[src/rtl/pds_pkg.sv]
`timescale 1ns/1ps
package pds_pkg;
  // Descriptor field positions (LSB = bit 0); neighbours decode these.
  localparam int SP_W     = 64;
  localparam int ADDR_W   = 17;
  localparam int CNT_W    = 15;
  localparam int WC_LSB   = 0;
  localparam int TW_BIT   = 15;
  localparam int SC_LSB   = 16;
  localparam int TS_BIT   = 31;
  localparam int TSA_LSB  = 32;

  typedef enum logic [1:0] {
    ST_IDLE  = 2'd0,
    ST_CHECK = 2'd1,
    ST_MOVE  = 2'd2
  } seq_state_e;

  typedef struct packed {
    logic refused;
    logic over;
    logic shortage;
    logic zero;
  } cc_t;
endpackage

[src/rtl/pds_limit.sv]
`timescale 1ns/1ps
module pds_limit
  import pds_pkg::*;
#(
  parameter int NUM_W = 5
) (
  input  logic            op_pull,
  input  logic [NUM_W-1:0] num,
  input  logic [SP_W-1:0] sp,
  output logic            refuse,
  output logic            trap_req,
  output cc_t             cc_refuse,
  output cc_t             cc_finish,
  output logic [SP_W-1:0] sp_next
);
  localparam logic [CNT_W:0] CNT_MAX = {1'b0, {CNT_W{1'b1}}};

  logic [ADDR_W-1:0] top_a, top_n;
  logic [CNT_W-1:0]  space_c, words_c, space_n, words_n;
  logic [CNT_W-1:0]  num_c;
  logic [CNT_W:0]    num_x, avail_x, other_x;
  logic [ADDR_W-1:0] num_a;
  logic              inh_space, inh_words, short_f, over_f;

  assign top_a     = sp[TSA_LSB +: ADDR_W];
  assign space_c   = sp[SC_LSB +: CNT_W];
  assign words_c   = sp[WC_LSB +: CNT_W];
  assign inh_space = sp[TS_BIT];
  assign inh_words = sp[TW_BIT];

  assign num_x = {{(CNT_W+1-NUM_W){1'b0}}, num};
  assign num_c = num_x[CNT_W-1:0];
  assign num_a = {{(ADDR_W-NUM_W){1'b0}}, num};

  // the count that must cover n, and the count that must not overflow
  assign avail_x = {1'b0, (op_pull ? words_c : space_c)};
  assign other_x = {1'b0, (op_pull ? space_c : words_c)};

  assign short_f  = avail_x < num_x;
  assign over_f   = (other_x + num_x) > CNT_MAX;
  assign refuse   = short_f | over_f;
  assign trap_req = (short_f & ~inh_space) | (over_f & ~inh_words);

  always_comb begin
    cc_refuse          = '0;
    cc_refuse.refused  = 1'b1;
    cc_refuse.over     = over_f;
    cc_refuse.shortage = short_f;
  end

  always_comb begin
    if (op_pull) begin
      top_n   = top_a - num_a;
      space_n = space_c + num_c;
      words_n = words_c - num_c;
    end else begin
      top_n   = top_a + num_a;
      space_n = space_c - num_c;
      words_n = words_c + num_c;
    end
  end

  always_comb begin
    cc_finish      = '0;
    cc_finish.zero = op_pull ? (words_n == '0) : (space_n == '0);
  end

  always_comb begin
    sp_next                       = sp;
    sp_next[TSA_LSB +: ADDR_W]    = top_n;
    sp_next[SC_LSB +: CNT_W]      = space_n;
    sp_next[WC_LSB +: CNT_W]      = words_n;
  end
endmodule

[src/rtl/pds_route.sv]
`timescale 1ns/1ps
module pds_route
  import pds_pkg::*;
#(
  parameter int DATA_W = 32,
  parameter int REG_W  = 4,
  parameter int NUM_W  = 5
) (
  input  logic              clk,
  input  logic              rst_n,
  input  logic              active,
  input  logic              op_pull,
  input  logic [REG_W-1:0]  base,
  input  logic [NUM_W-1:0]  num,
  input  logic [REG_W-1:0]  idx,
  input  logic [ADDR_W-1:0] top,
  input  logic [DATA_W-1:0] rf_rd_data,
  input  logic [DATA_W-1:0] mem_rdata,
  input  logic              mem_ready,
  output logic [REG_W-1:0]  rf_rd_addr,
  output logic              rf_we,
  output logic [REG_W-1:0]  rf_wr_addr,
  output logic [DATA_W-1:0] rf_wr_data,
  output logic              mem_valid,
  output logic              mem_we,
  output logic [ADDR_W-1:0] mem_addr,
  output logic [DATA_W-1:0] mem_wdata,
  output logic              step_done
);
  logic [REG_W-1:0]  reg_sel, last_off;
  logic [ADDR_W-1:0] stk_addr;
  logic              to_regs;

  assign last_off = REG_W'(num - 1'b1);
  assign reg_sel  = op_pull ? (base + last_off - idx) : (base + idx);
  assign stk_addr = op_pull ? (top - ADDR_W'(idx)) : (top + ADDR_W'(idx) + ADDR_W'(1));
  assign to_regs  = ~|stk_addr[ADDR_W-1:REG_W];

  assign mem_addr  = stk_addr;
  assign mem_wdata = rf_rd_data;
  assign mem_we    = ~op_pull;
  assign mem_valid = active & ~to_regs;
  assign step_done = active & (to_regs | mem_ready);

  always_comb begin
    rf_rd_addr = reg_sel;
    rf_wr_addr = reg_sel;
    rf_wr_data = rf_rd_data;
    rf_we      = 1'b0;
    if (op_pull) begin
      if (to_regs) begin
        rf_rd_addr = stk_addr[REG_W-1:0];
        rf_we      = active;
      end else begin
        rf_wr_data = mem_rdata;
        rf_we      = active & mem_ready;
      end
    end else begin
      rf_wr_addr = stk_addr[REG_W-1:0];
      rf_we      = active & to_regs;
    end
  end


  mem_high_chk: assert property (@(posedge clk) disable iff (!rst_n)
    mem_valid |-> (mem_addr >= ADDR_W'(1 << REG_W)));


  hold_on_stall_chk: assert property (@(posedge clk) disable iff (!rst_n)
    (mem_valid && !mem_ready) |=> (mem_valid && $stable(mem_addr) && $stable(mem_we)));


  one_target_chk: assert property (@(posedge clk) disable iff (!rst_n)
    !(mem_valid && mem_we && rf_we));
endmodule

[src/rtl/pds_seq.sv]
`timescale 1ns/1ps
module pds_seq
  import pds_pkg::*;
#(
  parameter int REG_W = 4,
  parameter int NUM_W = 5
) (
  input  logic             clk,
  input  logic             rst_n,
  input  logic             start_i,
  input  logic             op_pull_i,
  input  logic [REG_W-1:0] base_i,
  input  logic [REG_W-1:0] count_i,
  input  logic [SP_W-1:0]  sp_i,
  input  logic             refuse,
  input  logic             trap_req,
  input  cc_t              cc_refuse,
  input  cc_t              cc_finish,
  input  logic [SP_W-1:0]  sp_next,
  input  logic             step_done,
  output logic             busy,
  output logic             active,
  output logic             op_q,
  output logic [REG_W-1:0] base_q,
  output logic [NUM_W-1:0] num_q,
  output logic [REG_W-1:0] idx_q,
  output logic [SP_W-1:0]  sp_q,
  output logic             done_o,
  output logic             trap_o,
  output cc_t              cc_o,
  output logic [SP_W-1:0]  sp_o
);
  seq_state_e       state_q, state_d;
  logic [REG_W-1:0] idx_d;
  logic [NUM_W-1:0] num_d;
  logic             lat_en, idx_en, res_en, last_step;
  logic             done_d, trap_d;
  cc_t              cc_d;
  logic [SP_W-1:0]  spo_d;

  assign num_d     = (count_i == '0) ? NUM_W'(1 << REG_W) : NUM_W'(count_i);
  assign last_step = (idx_q == REG_W'(num_q - 1'b1));
  assign busy      = (state_q != ST_IDLE);
  assign active    = (state_q == ST_MOVE);

  always_comb begin
    state_d = state_q;
    idx_d   = idx_q;
    lat_en  = 1'b0;
    idx_en  = 1'b0;
    res_en  = 1'b0;
    done_d  = 1'b0;
    trap_d  = 1'b0;
    cc_d    = cc_o;
    spo_d   = sp_o;
    case (state_q)
      ST_IDLE: begin
        if (start_i) begin
          lat_en  = 1'b1;
          state_d = ST_CHECK;
        end
      end
      ST_CHECK: begin
        if (refuse) begin
          state_d = ST_IDLE;
          res_en  = 1'b1;
          done_d  = 1'b1;
          trap_d  = trap_req;
          cc_d    = cc_refuse;
          spo_d   = sp_q;
        end else begin
          state_d = ST_MOVE;
          idx_en  = 1'b1;
          idx_d   = '0;
        end
      end
      ST_MOVE: begin
        if (step_done) begin
          if (last_step) begin
            state_d = ST_IDLE;
            res_en  = 1'b1;
            done_d  = 1'b1;
            cc_d    = cc_finish;
            spo_d   = sp_next;
          end else begin
            idx_en = 1'b1;
            idx_d  = idx_q + 1'b1;
          end
        end
      end
      default: state_d = ST_IDLE;
    endcase
  end

  always_ff @(posedge clk or negedge rst_n) begin
    if (!rst_n) begin
      state_q <= ST_IDLE;
      done_o  <= 1'b0;
      trap_o  <= 1'b0;
      op_q    <= 1'b0;
      base_q  <= '0;
      num_q   <= '0;
      sp_q    <= '0;
      idx_q   <= '0;
      cc_o    <= '0;
      sp_o    <= '0;
    end else begin
      state_q <= state_d;
      done_o  <= done_d;
      trap_o  <= trap_d;
      if (lat_en) begin
        op_q   <= op_pull_i;
        base_q <= base_i;
        num_q  <= num_d;
        sp_q   <= sp_i;
      end
      if (idx_en) idx_q <= idx_d;
      if (res_en) begin
        cc_o <= cc_d;
        sp_o <= spo_d;
      end
    end
  end


  done_single_chk: assert property (@(posedge clk) disable iff (!rst_n)
    done_o |=> !done_o);


  trap_only_refused_chk: assert property (@(posedge clk) disable iff (!rst_n)
    trap_o |-> (done_o && cc_o.refused));


  refused_keeps_sp_chk: assert property (@(posedge clk) disable iff (!rst_n)
    (done_o && cc_o.refused) |-> (sp_o == sp_q));


  count_sum_chk: assert property (@(posedge clk) disable iff (!rst_n)
    (done_o && !cc_o.refused) |->
      ((16'(sp_o[SC_LSB +: CNT_W]) + 16'(sp_o[WC_LSB +: CNT_W])) ==
       (16'(sp_q[SC_LSB +: CNT_W]) + 16'(sp_q[WC_LSB +: CNT_W]))));


  finish_after_step_chk: assert property (@(posedge clk) disable iff (!rst_n)
    (done_o && !cc_o.refused) |-> $past(step_done));
endmodule

[src/rtl/pds_engine.sv]
`timescale 1ns/1ps
module pds_engine
  import pds_pkg::*;
#(
  parameter int DATA_W = 32,
  parameter int REG_N  = 16,
  parameter int REG_W  = $clog2(REG_N)
) (
  input  logic              clk,
  input  logic              rst_n,
  input  logic              start_i,
  input  logic              op_pull_i,
  input  logic [REG_W-1:0]  base_reg_i,
  input  logic [REG_W-1:0]  count_i,
  input  logic [63:0]       sp_i,
  output logic              busy_o,
  output logic              done_o,
  output logic              trap_o,
  output logic [3:0]        cc_o,
  output logic [63:0]       sp_o,
  output logic [REG_W-1:0]  rf_rd_addr_o,
  input  logic [DATA_W-1:0] rf_rd_data_i,
  output logic              rf_we_o,
  output logic [REG_W-1:0]  rf_wr_addr_o,
  output logic [DATA_W-1:0] rf_wr_data_o,
  output logic              mem_valid_o,
  input  logic              mem_ready_i,
  output logic              mem_we_o,
  output logic [16:0]       mem_addr_o,
  output logic [DATA_W-1:0] mem_wdata_o,
  input  logic [DATA_W-1:0] mem_rdata_i
);
  localparam int NUM_W = REG_W + 1;

  logic             rst_meta, rst_sync;
  logic             refuse, trap_req, step_done, active, op_q;
  cc_t              cc_refuse, cc_finish, cc_q;
  logic [SP_W-1:0]  sp_next, sp_q;
  logic [REG_W-1:0] base_q, idx_q;
  logic [NUM_W-1:0] num_q;

  // reset asserts at once, leaves on a clock edge
  always_ff @(posedge clk or negedge rst_n) begin
    if (!rst_n) begin
      rst_meta <= 1'b0;
      rst_sync <= 1'b0;
    end else begin
      rst_meta <= 1'b1;
      rst_sync <= rst_meta;
    end
  end

  pds_seq #(.REG_W(REG_W), .NUM_W(NUM_W)) seq_i (
    .clk       (clk),
    .rst_n     (rst_sync),
    .start_i   (start_i),
    .op_pull_i (op_pull_i),
    .base_i    (base_reg_i),
    .count_i   (count_i),
    .sp_i      (sp_i),
    .refuse    (refuse),
    .trap_req  (trap_req),
    .cc_refuse (cc_refuse),
    .cc_finish (cc_finish),
    .sp_next   (sp_next),
    .step_done (step_done),
    .busy      (busy_o),
    .active    (active),
    .op_q      (op_q),
    .base_q    (base_q),
    .num_q     (num_q),
    .idx_q     (idx_q),
    .sp_q      (sp_q),
    .done_o    (done_o),
    .trap_o    (trap_o),
    .cc_o      (cc_q),
    .sp_o      (sp_o)
  );

  pds_limit #(.NUM_W(NUM_W)) limit_i (
    .op_pull   (op_q),
    .num       (num_q),
    .sp        (sp_q),
    .refuse    (refuse),
    .trap_req  (trap_req),
    .cc_refuse (cc_refuse),
    .cc_finish (cc_finish),
    .sp_next   (sp_next)
  );

  pds_route #(.DATA_W(DATA_W), .REG_W(REG_W), .NUM_W(NUM_W)) route_i (
    .clk        (clk),
    .rst_n      (rst_sync),
    .active     (active),
    .op_pull    (op_q),
    .base       (base_q),
    .num        (num_q),
    .idx        (idx_q),
    .top        (sp_q[TSA_LSB +: ADDR_W]),
    .rf_rd_data (rf_rd_data_i),
    .mem_rdata  (mem_rdata_i),
    .mem_ready  (mem_ready_i),
    .rf_rd_addr (rf_rd_addr_o),
    .rf_we      (rf_we_o),
    .rf_wr_addr (rf_wr_addr_o),
    .rf_wr_data (rf_wr_data_o),
    .mem_valid  (mem_valid_o),
    .mem_we     (mem_we_o),
    .mem_addr   (mem_addr_o),
    .mem_wdata  (mem_wdata_o),
    .step_done  (step_done)
  );

  assign cc_o = cc_q;
endmodule

[config.mk]
export PLATFORM = sky130hd
export DESIGN_NAME = pds_engine
export DESIGN_NICKNAME = d
export VERILOG_FILES = /design/src/rtl/pds_pkg.sv /design/src/rtl/pds_limit.sv /design/src/rtl/pds_route.sv /design/src/rtl/pds_seq.sv /design/src/rtl/pds_engine.sv
export SDC_FILE = /design/constraint.sdc
export NUM_CORES = 1
export LEC_CHECK = 0
export BUFFER_PORTS_ARGS = -buffer_cell sky130_fd_sc_hd__buf_2
export CAP_MARGIN = 20
export CORE_MARGIN = 10
export CORE_UTILIZATION = 54
export DETAILED_ROUTE_END_ITERATION = 7
export MAX_ROUTING_LAYER = met4
export PLACE_DENSITY = 0.94
export SYNTH_ARGS = -nofsm -noshare
export SYNTH_HDL_FRONTEND = slang
export SYNTH_SLANG_ARGS = --single-unit
[constraint.sdc]
create_clock -name clk -period 6.35 [get_ports clk]
set_input_delay 0.3175 -clock clk [delete_from_list [all_inputs] [get_ports clk]]
set_output_delay 0.3175 -clock clk [all_outputs]
set_load 0.02 [all_outputs]
==> impl_metrics.csv, run 1 <==
group,metric,value,unit
timing,finalSetupTns,0,ps
route,ant_nets,0,
synthesis,netlist_instances,1081,
synthesis,synth_top_area_cell,"dfrtp_1",
setup_path,critPathMaxStageDelay,1010,ps
clock_network,cts_tree,"yes",
pwr,power,0.00886,W
floorplan,initial_utilization,54.7,%
job,max-cap-violations,0,
floorplan,core.rowCount,52,
grt,overflow,0,
clock_network,post-cts-setup-buffers,0,
timing,slew_headroom,29.4,%
synthesis,synth.yosys.seq_area_share,34.3,%
route,drt-total-wl,36.2,mm
setup_path,r2r_cells,15,
pwr,power_leakage,6.13,nW
timing,skew,8.18,ps
clock_network,cts_root_buffer,"clkbuf_16",
synthesis,synth_cell_type_count,84,
floorplan,die_y,163,µm
layout,fill_cells,1567,
layout,final_nets,1558,
pwr,p_per_area,676,nW/µm²
layout,antenna_cells,0,
clock_network,clkTransAtPathRegs,70,ps
timing,worst_pin_slew,1060,ps
layout,layout_common_cells,"buf_2 (303), dfrtp_1 (150), mux2_2 (102)",
route,vias,9749,
placement,place_area,12500,µm²
clock_network,tritoncts.num_buffers,17,
floorplan,die_w,163,µm
clock_network,cts_buffer_depth,2,
clock_network,cts_max_level,4,
route,post_drt_wl_per_cell,22.4,µm
layout,mostFrequentLayoutCell,"buf_2",
clock_network,ctsResizeCount,0,
timing,fin_ws,1200,ps
synthesis,syn_area_per_cell,10.2,µm²
clock_network,cts_hold_buf,1,
setup_path,worstSetupEndpointType,"primary output",
setup_path,crit_path_start_kind,"flip-flop",
synthesis,yosysWarnings,0,
layout,syn2layout_area_growth,18.3,%
worst_hold_path,holdPathStages,2,
setup_path,crit_chain,"nand2b_1 > nor3b_4 > nand2b_1 > o32ai_1 > xor2_1 > or4_1 > or2_1 > nand2_8 > mux2_2 > buf_2",
synthesis,synth_edf_count,0,
synthesis,synth_nets,1307,
worst_hold_path,hp-class,"in2reg",
synthesis,yosysTopAreaCellShare,34.3,%
setup_path,crit_top_cell,"nand2b_1",
placement,numPortBuffers,303,
grt,grt_pass1_vias,9671,
grt,antenna_found_initial,0,
route,routed_via_density,6.04,
synthesis,synthTopCellsByArea,"dfrtp_1 (34%), mux2_2 (10%), ha_1 (8.6%)",
placement,gp_congestion,1.02,
setup_path,critical_path.max_fanout,46,
layout,final_cell_area,13100,µm²
route,drcViolationCount,0,
floorplan,core_area,20200,µm²
grt,grt_max_degree,110,
timing,fin_crit,5150,ps
clock_network,cts.sinks,152,
route,drt_first_pass_iters,5,
synthesis,syn-cell-area,11100,µm²
timing,final_max_slew_viol_count,0,
synthesis,ys_ff_latch,152,
layout,final_util,64.7,%
synthesis,synth-async-reset-ratio,100,%
route,drt_iter0_drc,948,
grt,grt_pass1_wl,55.0,mm
setup_path,cp.arrival,4830,ps
timing,clock.fmax,0.194,GHz
status,status,"finished clean",
floorplan,io-pin-count,304,
timing,grt_setup_unrepaired,"false",
clock_network,clock_latency,440,ps
timing,hold_viol_final,0,
placement,place_ws,1570,ps
floorplan,fp.dieArea,26600,µm²
grt,grt_usage,26.9,%
pwr,peakVddDrop,0.000328,V
timing,finalSetupViolCount,0,
setup_path,critPathKind,"reg2out",
synthesis,synth_ff_type,"dfrtp_1",
timing,period_share,81.1,%
placement,hpwl,27.9,mm
setup_path,crit_required,6030,ps
setup_path,critical-path-slowest-cell,"dfrtp_2",
layout,drive_gt1_share,36.5,%
[synth_stat cells, types with 4 or more instances]
cell / count
a211oi_1: 7
a21o_1: 16
a21oi_1: 82
a31oi_1: 11
and2_1: 6
and3_1: 6
buf_1: 4
buf_2: 11
buf_4: 39
clkbuf_1: 16
dfrtp_1: 152
fa_1: 9
ha_1: 76
inv_1: 55
mux2_1: 12
mux2_2: 102
mux2_4: 30
mux2i_1: 45
nand2_1: 32
nand2b_1: 7
nand3_1: 15
nand3b_1: 4
nand4_1: 10
nor2_1: 90
nor2b_1: 6
nor3_1: 19
nor4_1: 5
o211ai_1: 5
o21a_1: 15
o21ai_0: 32
o21bai_1: 6
o22ai_1: 4
o31a_1: 4
o32ai_1: 5
or3_1: 5
or4_1: 9
xnor2_1: 44
xor2_1: 16
[layer usage]
layer	up-vias	part of all wire, %	global-route usage, %
li1	4380	-	-
met1	4696	36	30.1
met2	579	51	45.7
met3	94	9.3	5.81
met4	0	4.0	11.2
met5	-	0	-
[registers in the layout, indices dropped and copies added (netlist names)]
register / flops
rst_sync: 1
seq_i.state_q: 2
seq_i.done_o: 1
seq_i.trap_o: 1
seq_i.sp_q: 64
seq_i.cc_o: 4
seq_i.idx_q: 4
seq_i.base_q: 4
seq_i.op_q: 1
rst_meta: 1
seq_i.num_q: 5
seq_i.sp_o: 64
[layout make-up]
class / count / area [µm²] / area share (%)
well taps: 270 / 338 / 2.58
flip-flops and latches: 152 / 3810 / 29.1
repair buffers: 308 / 1570 / 12.0
multi-input cells: 797 / 6560 / 50.0
inverters: 56 / 210 / 1.60
clock buffers: 20 / 457 / 3.49
clock inverters: 12 / 163 / 1.24
[power by group]
part           switching (W)  total [W]  internal [W]
clock               0.000432    0.00108      0.000645
sequential          0.000523    0.00178       0.00125
combinational        0.00347    0.00601       0.00253
total                0.00443    0.00886       0.00443
[final timing paths]
kind | from | end | slack, ps
worst max register to register | seq_i.num_q[0] | seq_i.cc_o[0] | 1420
worst min register to register | rst_meta | rst_sync | 360
worst max-delay path | seq_i.op_q | rf_wr_data_o[31] | 1200
worst min-delay path | sp_i[44] | seq_i.sp_q[44] | 110
min in group asynchronous | rst_n | rst_sync | 190
max in group asynchronous | rst_sync | seq_i.op_q | 4220
[cells by family (layout without fill, tap and decap cells)]
group | after synthesis | after routing | synth area share [%]
AO/OA/AOI/OAI | 229 | 229 | 13.5
AND/OR/NAND/NOR | 232 | 232 | 10.7
buffers and inverters | 132 | 396 | 6.56
adder cells (fa/ha/maj) | 85 | 85 | 10.2
XOR/XNOR | 61 | 61 | 4.95
flip-flops | 152 | 152 | 34.3
multiplexers | 189 | 189 | 19.7
other | 1 | 1 | 0.0339
[through the flow]
stage / hold slack, ps / std cells
final: 109 / 1615
after global routing: 105 / 1615
after CTS: 105 / 1615
after detailed placement: 104 / 1582
after global placement: 103 / 1582
after floorplan: 21.9 / 1081
[critical path, delay by kind of cell (launching register included)]
| kind | cells | cell delay [ps] |
|---|---|---|
| mux | 1 | 380 |
| flops | 1 | 1010 |
| simple gates | 6 | 2340 |
| compound gates | 1 | 340 |
| buf+inv | 1 | 160 |
| xor+xnor | 1 | 130 |
Note: power is estimated with default switching activity, not from simulation.
==> run 2: changes to the inputs <==
ABC_AREA = 1   (was unset)
CORE_UTILIZATION = 55   (was 54)
clock period = 5.3 ns   (was 6.35 ns; I/O delays follow)
==> run 2 against run 1 <==
Effect of this change: synthesized cell count grew 68%; utilization down 0.15 points; worst setup slack worse by 570 ps; flip-flop and latch count unchanged; critical path type unchanged; largest cell class unchanged; highest routed layer unchanged.
==> impl_metrics.csv, run 2 <==
group,metric,value,unit
route,drt_first_pass_iters,6,
pwr,peakVddDrop,0.000380,V
timing,grt_setup_unrepaired,"false",
layout,antenna_cells,0,
layout,syn2layout_area_growth,16.2,%
synthesis,synthMuxAreaShare,0.0931,%
placement,gp_congestion,1.04,
layout,final_util,64.6,%
pwr,power,0.0111,W
setup_path,critPathKind,"reg2out",
grt,met1_usage,34.2,%
synthesis,synthTopCellsByArea,"dfrtp_1 (31%), nand2_1 (22%), ha_1 (7.9%)",
synthesis,synth_cell_type_count,45,
job,max-cap-violations,0,
synthesis,netlist_instances,1813,
worst_hold_path,hp-class,"in2reg",
floorplan,die_y,168,µm
grt,grt_pass1_vias,12700,
placement,hpwl,33.8,mm
floorplan,die_w,168,µm
route,ant_nets,0,
grt,gr-usage-met3,6.68,%
layout,top_regs,"seq_i.sp_o x64, seq_i.sp_q x64, seq_i.num_q x5",
floorplan,fp.dieArea,28300,µm²
setup_path,worstSetupEndpointType,"primary output",
grt,grt_usage,30.6,%
clock_network,cts_root_buffer,"clkbuf_16",
synthesis,yosysWarnings,0,
layout,layout_common_cells,"nand2_1 (718), buf_2 (303), dfrtp_1 (150)",
route,drt-total-wl,43.8,mm
synthesis,synth_top_area_cell,"dfrtp_1",
placement,numPortBuffers,303,
layout,final_nets,2263,
setup_path,cp.arrival,4400,ps
timing,finalSetupViolCount,0,
clock_network,clock_latency,440,ps
setup_path,critical-path-slowest-cell,"inv_1",
timing,slew_headroom,30.2,%
synthesis,synth.yosys.seq_area_share,31.5,%
synthesis,yosysMostFrequentCell,"nand2_1",
setup_path,critPathMaxStageDelay,710,ps
synthesis,yosysTopAreaCellShare,31.5,%
layout,fill_cells,1972,
pwr,p_per_area,793,nW/µm²
pwr,power_leakage,8.06,nW
synthesis,syn-cell-area,12100,µm²
timing,clock.fmax,0.214,GHz
route,routed_via_density,5.71,
placement,dp.cells,2297,
grt,grt_max_degree,72,
grt,grtUsageMet2,52.7,%
clock_network,cts_max_level,4,
setup_path,critical_path.top_delay_family,"simple AND/OR/NAND/NOR gates",
layout,mostFrequentLayoutCell,"nand2_1",
timing,fin_crit,4670,ps
setup_path,crit_chain,"ha_1 > fa_1 > inv_1 > nand2_1 > nand2_1 > nand2_2 > nand3_1 > nand3_1 > nand2_1 > inv_2 > nor2_1 > nand3_1 > nor2_1 > nand2_2 > inv_1 > nor2_2 > inv_1 > nand2_1 > nand2_1 > buf_2",
grt,antenna_found_initial,1,
timing,final_max_slew_viol_count,0,
synthesis,syn_area_per_cell,6.67,µm²
setup_path,crit_top_cell,"nand2_1",
synthesis,synth_top_family_by_area,"simple AND/OR/NAND/NOR gates",
synthesis,synth_xor_xnor_area_share,2.46,%
clock_network,ctsResizeCount,0,
timing,holdWs,20.6,ps
setup_path,critical_path.max_fanout,32,
layout,final_cells,2330,
floorplan,io-pin-count,304,
synthesis,synth-async-reset-ratio,100,%
grt,busiest_layer,"met2",
route,drcViolationCount,0,
setup_path,path_buf_inv,5,
grt,grt_pass1_wl,68.7,mm
setup_path,crit_path_start_kind,"flip-flop",
setup_path,crit_required,5040,ps
synthesis,ys_ff_latch,152,
status,status,"finished clean",
route,vias,13300,
synthesis,yosys.area_share.simple,36.9,%
synthesis,synth_commonest_cells,"nand2_1 (718), dfrtp_1 (152), inv_1 (138), o21ai_0 (138), nand3_1 (103)",
grt,overflow,0,
clock_network,clkTransAtPathRegs,70,ps
route,drt_iter0_drc,1335,
synthesis,synth_compound_gate_area_share,9.51,%
floorplan,initial_utilization,55.6,%
clock_network,cts.sinks,152,
clock_network,cts_tree,"yes",
layout,drive_gt1_share,19.2,%
timing,skew,11.2,ps
timing,finalSetupTns,0,ps
timing,period_share,88.0,%
synthesis,synth_ff_type,"dfrtp_1",
synthesis,synth_nets,2039,
synthesis,synthAdderAreaFrac,9.35,%
floorplan,core.rowCount,54,
clock_network,tritoncts.num_buffers,17,
clock_network,cts_buffer_depth,2,
timing,hold_viol_final,0,
route,post_drt_wl_per_cell,18.8,µm
synthesis,synth_edf_count,0,
floorplan,core_area,21800,µm²
timing,worst_pin_slew,1040,ps
-- run 2: metal layers --
layer	vias to the layer above	routed length (µm)
met5	-	0
met3	107	3910
met1	6167	16300
met4	0	1540
li1	6310	-
met2	711	22100
-- run 2: tightest hold or removal path, cell delays in order --
cell and delay (ps):
buf_2 70, nand2_1 40, nand2_1 50
-- run 2: worst paths after layout --
kind	start	endpoint	slack, ps	cells past startpoint
worst max-delay path	seq_i.idx_q[0]	rf_wr_data_o[16]	630	20
worst min-delay path	sp_i[60]	seq_i.sp_q[60]	20	3
worst max register to register	seq_i.op_q	seq_i.sp_o[48]	1180	16
worst min register to register	rst_sync	seq_i.sp_q[47]	190	0
max in group asynchronous	rst_sync	seq_i.base_q[0]	3930	1
min in group asynchronous	rst_n	rst_sync	160	2
-- run 2: cells by family (layout without fill, tap and decap cells) --
group	count (synthesis)	count (layout)
other cells	1	1
xor+xnor	34	34
compound gates	218	218
flops	152	152
fa+ha+maj	85	85
buf+inv	268	505
mux	1	1
simple gates	1054	1054
-- run 2: area by class of cell --
class / instances / area (µm²) / share of cell area (%)
multi-input combinational: 1393 / 7060 / 50.2
tap: 280 / 350 / 2.49
clock inverter: 14 / 180 / 1.28
sequential: 152 / 3810 / 27.1
inverter: 156 / 592 / 4.21
timing repair buffer: 317 / 1620 / 11.6
clock buffer: 18 / 439 / 3.12
-- run 2: repair_timing --
item | 4_1_cts | 5_1_grt
hold buffers | 1 | 0
endpoints found under the hold margin | 2 | 0
setup buffers | 0 | 0
-- run 2: per-stage QoR --
step / setup slack, ps / instance area, µm²
final: 634 / 14100
after global routing: 281 / 14100
after CTS: 704 / 14100
after detailed placement: 1170 / 13400
after global placement: 1310 / 13400
after floorplan: 751 / 12100
-- run 2: report_power, final --
part           switching, W  internal [W]  total [W]
sequential         0.000574       0.00156    0.00213
clock              0.000572      0.000730    0.00130
combinational       0.00523       0.00247    0.00771
total               0.00638       0.00476     0.0111
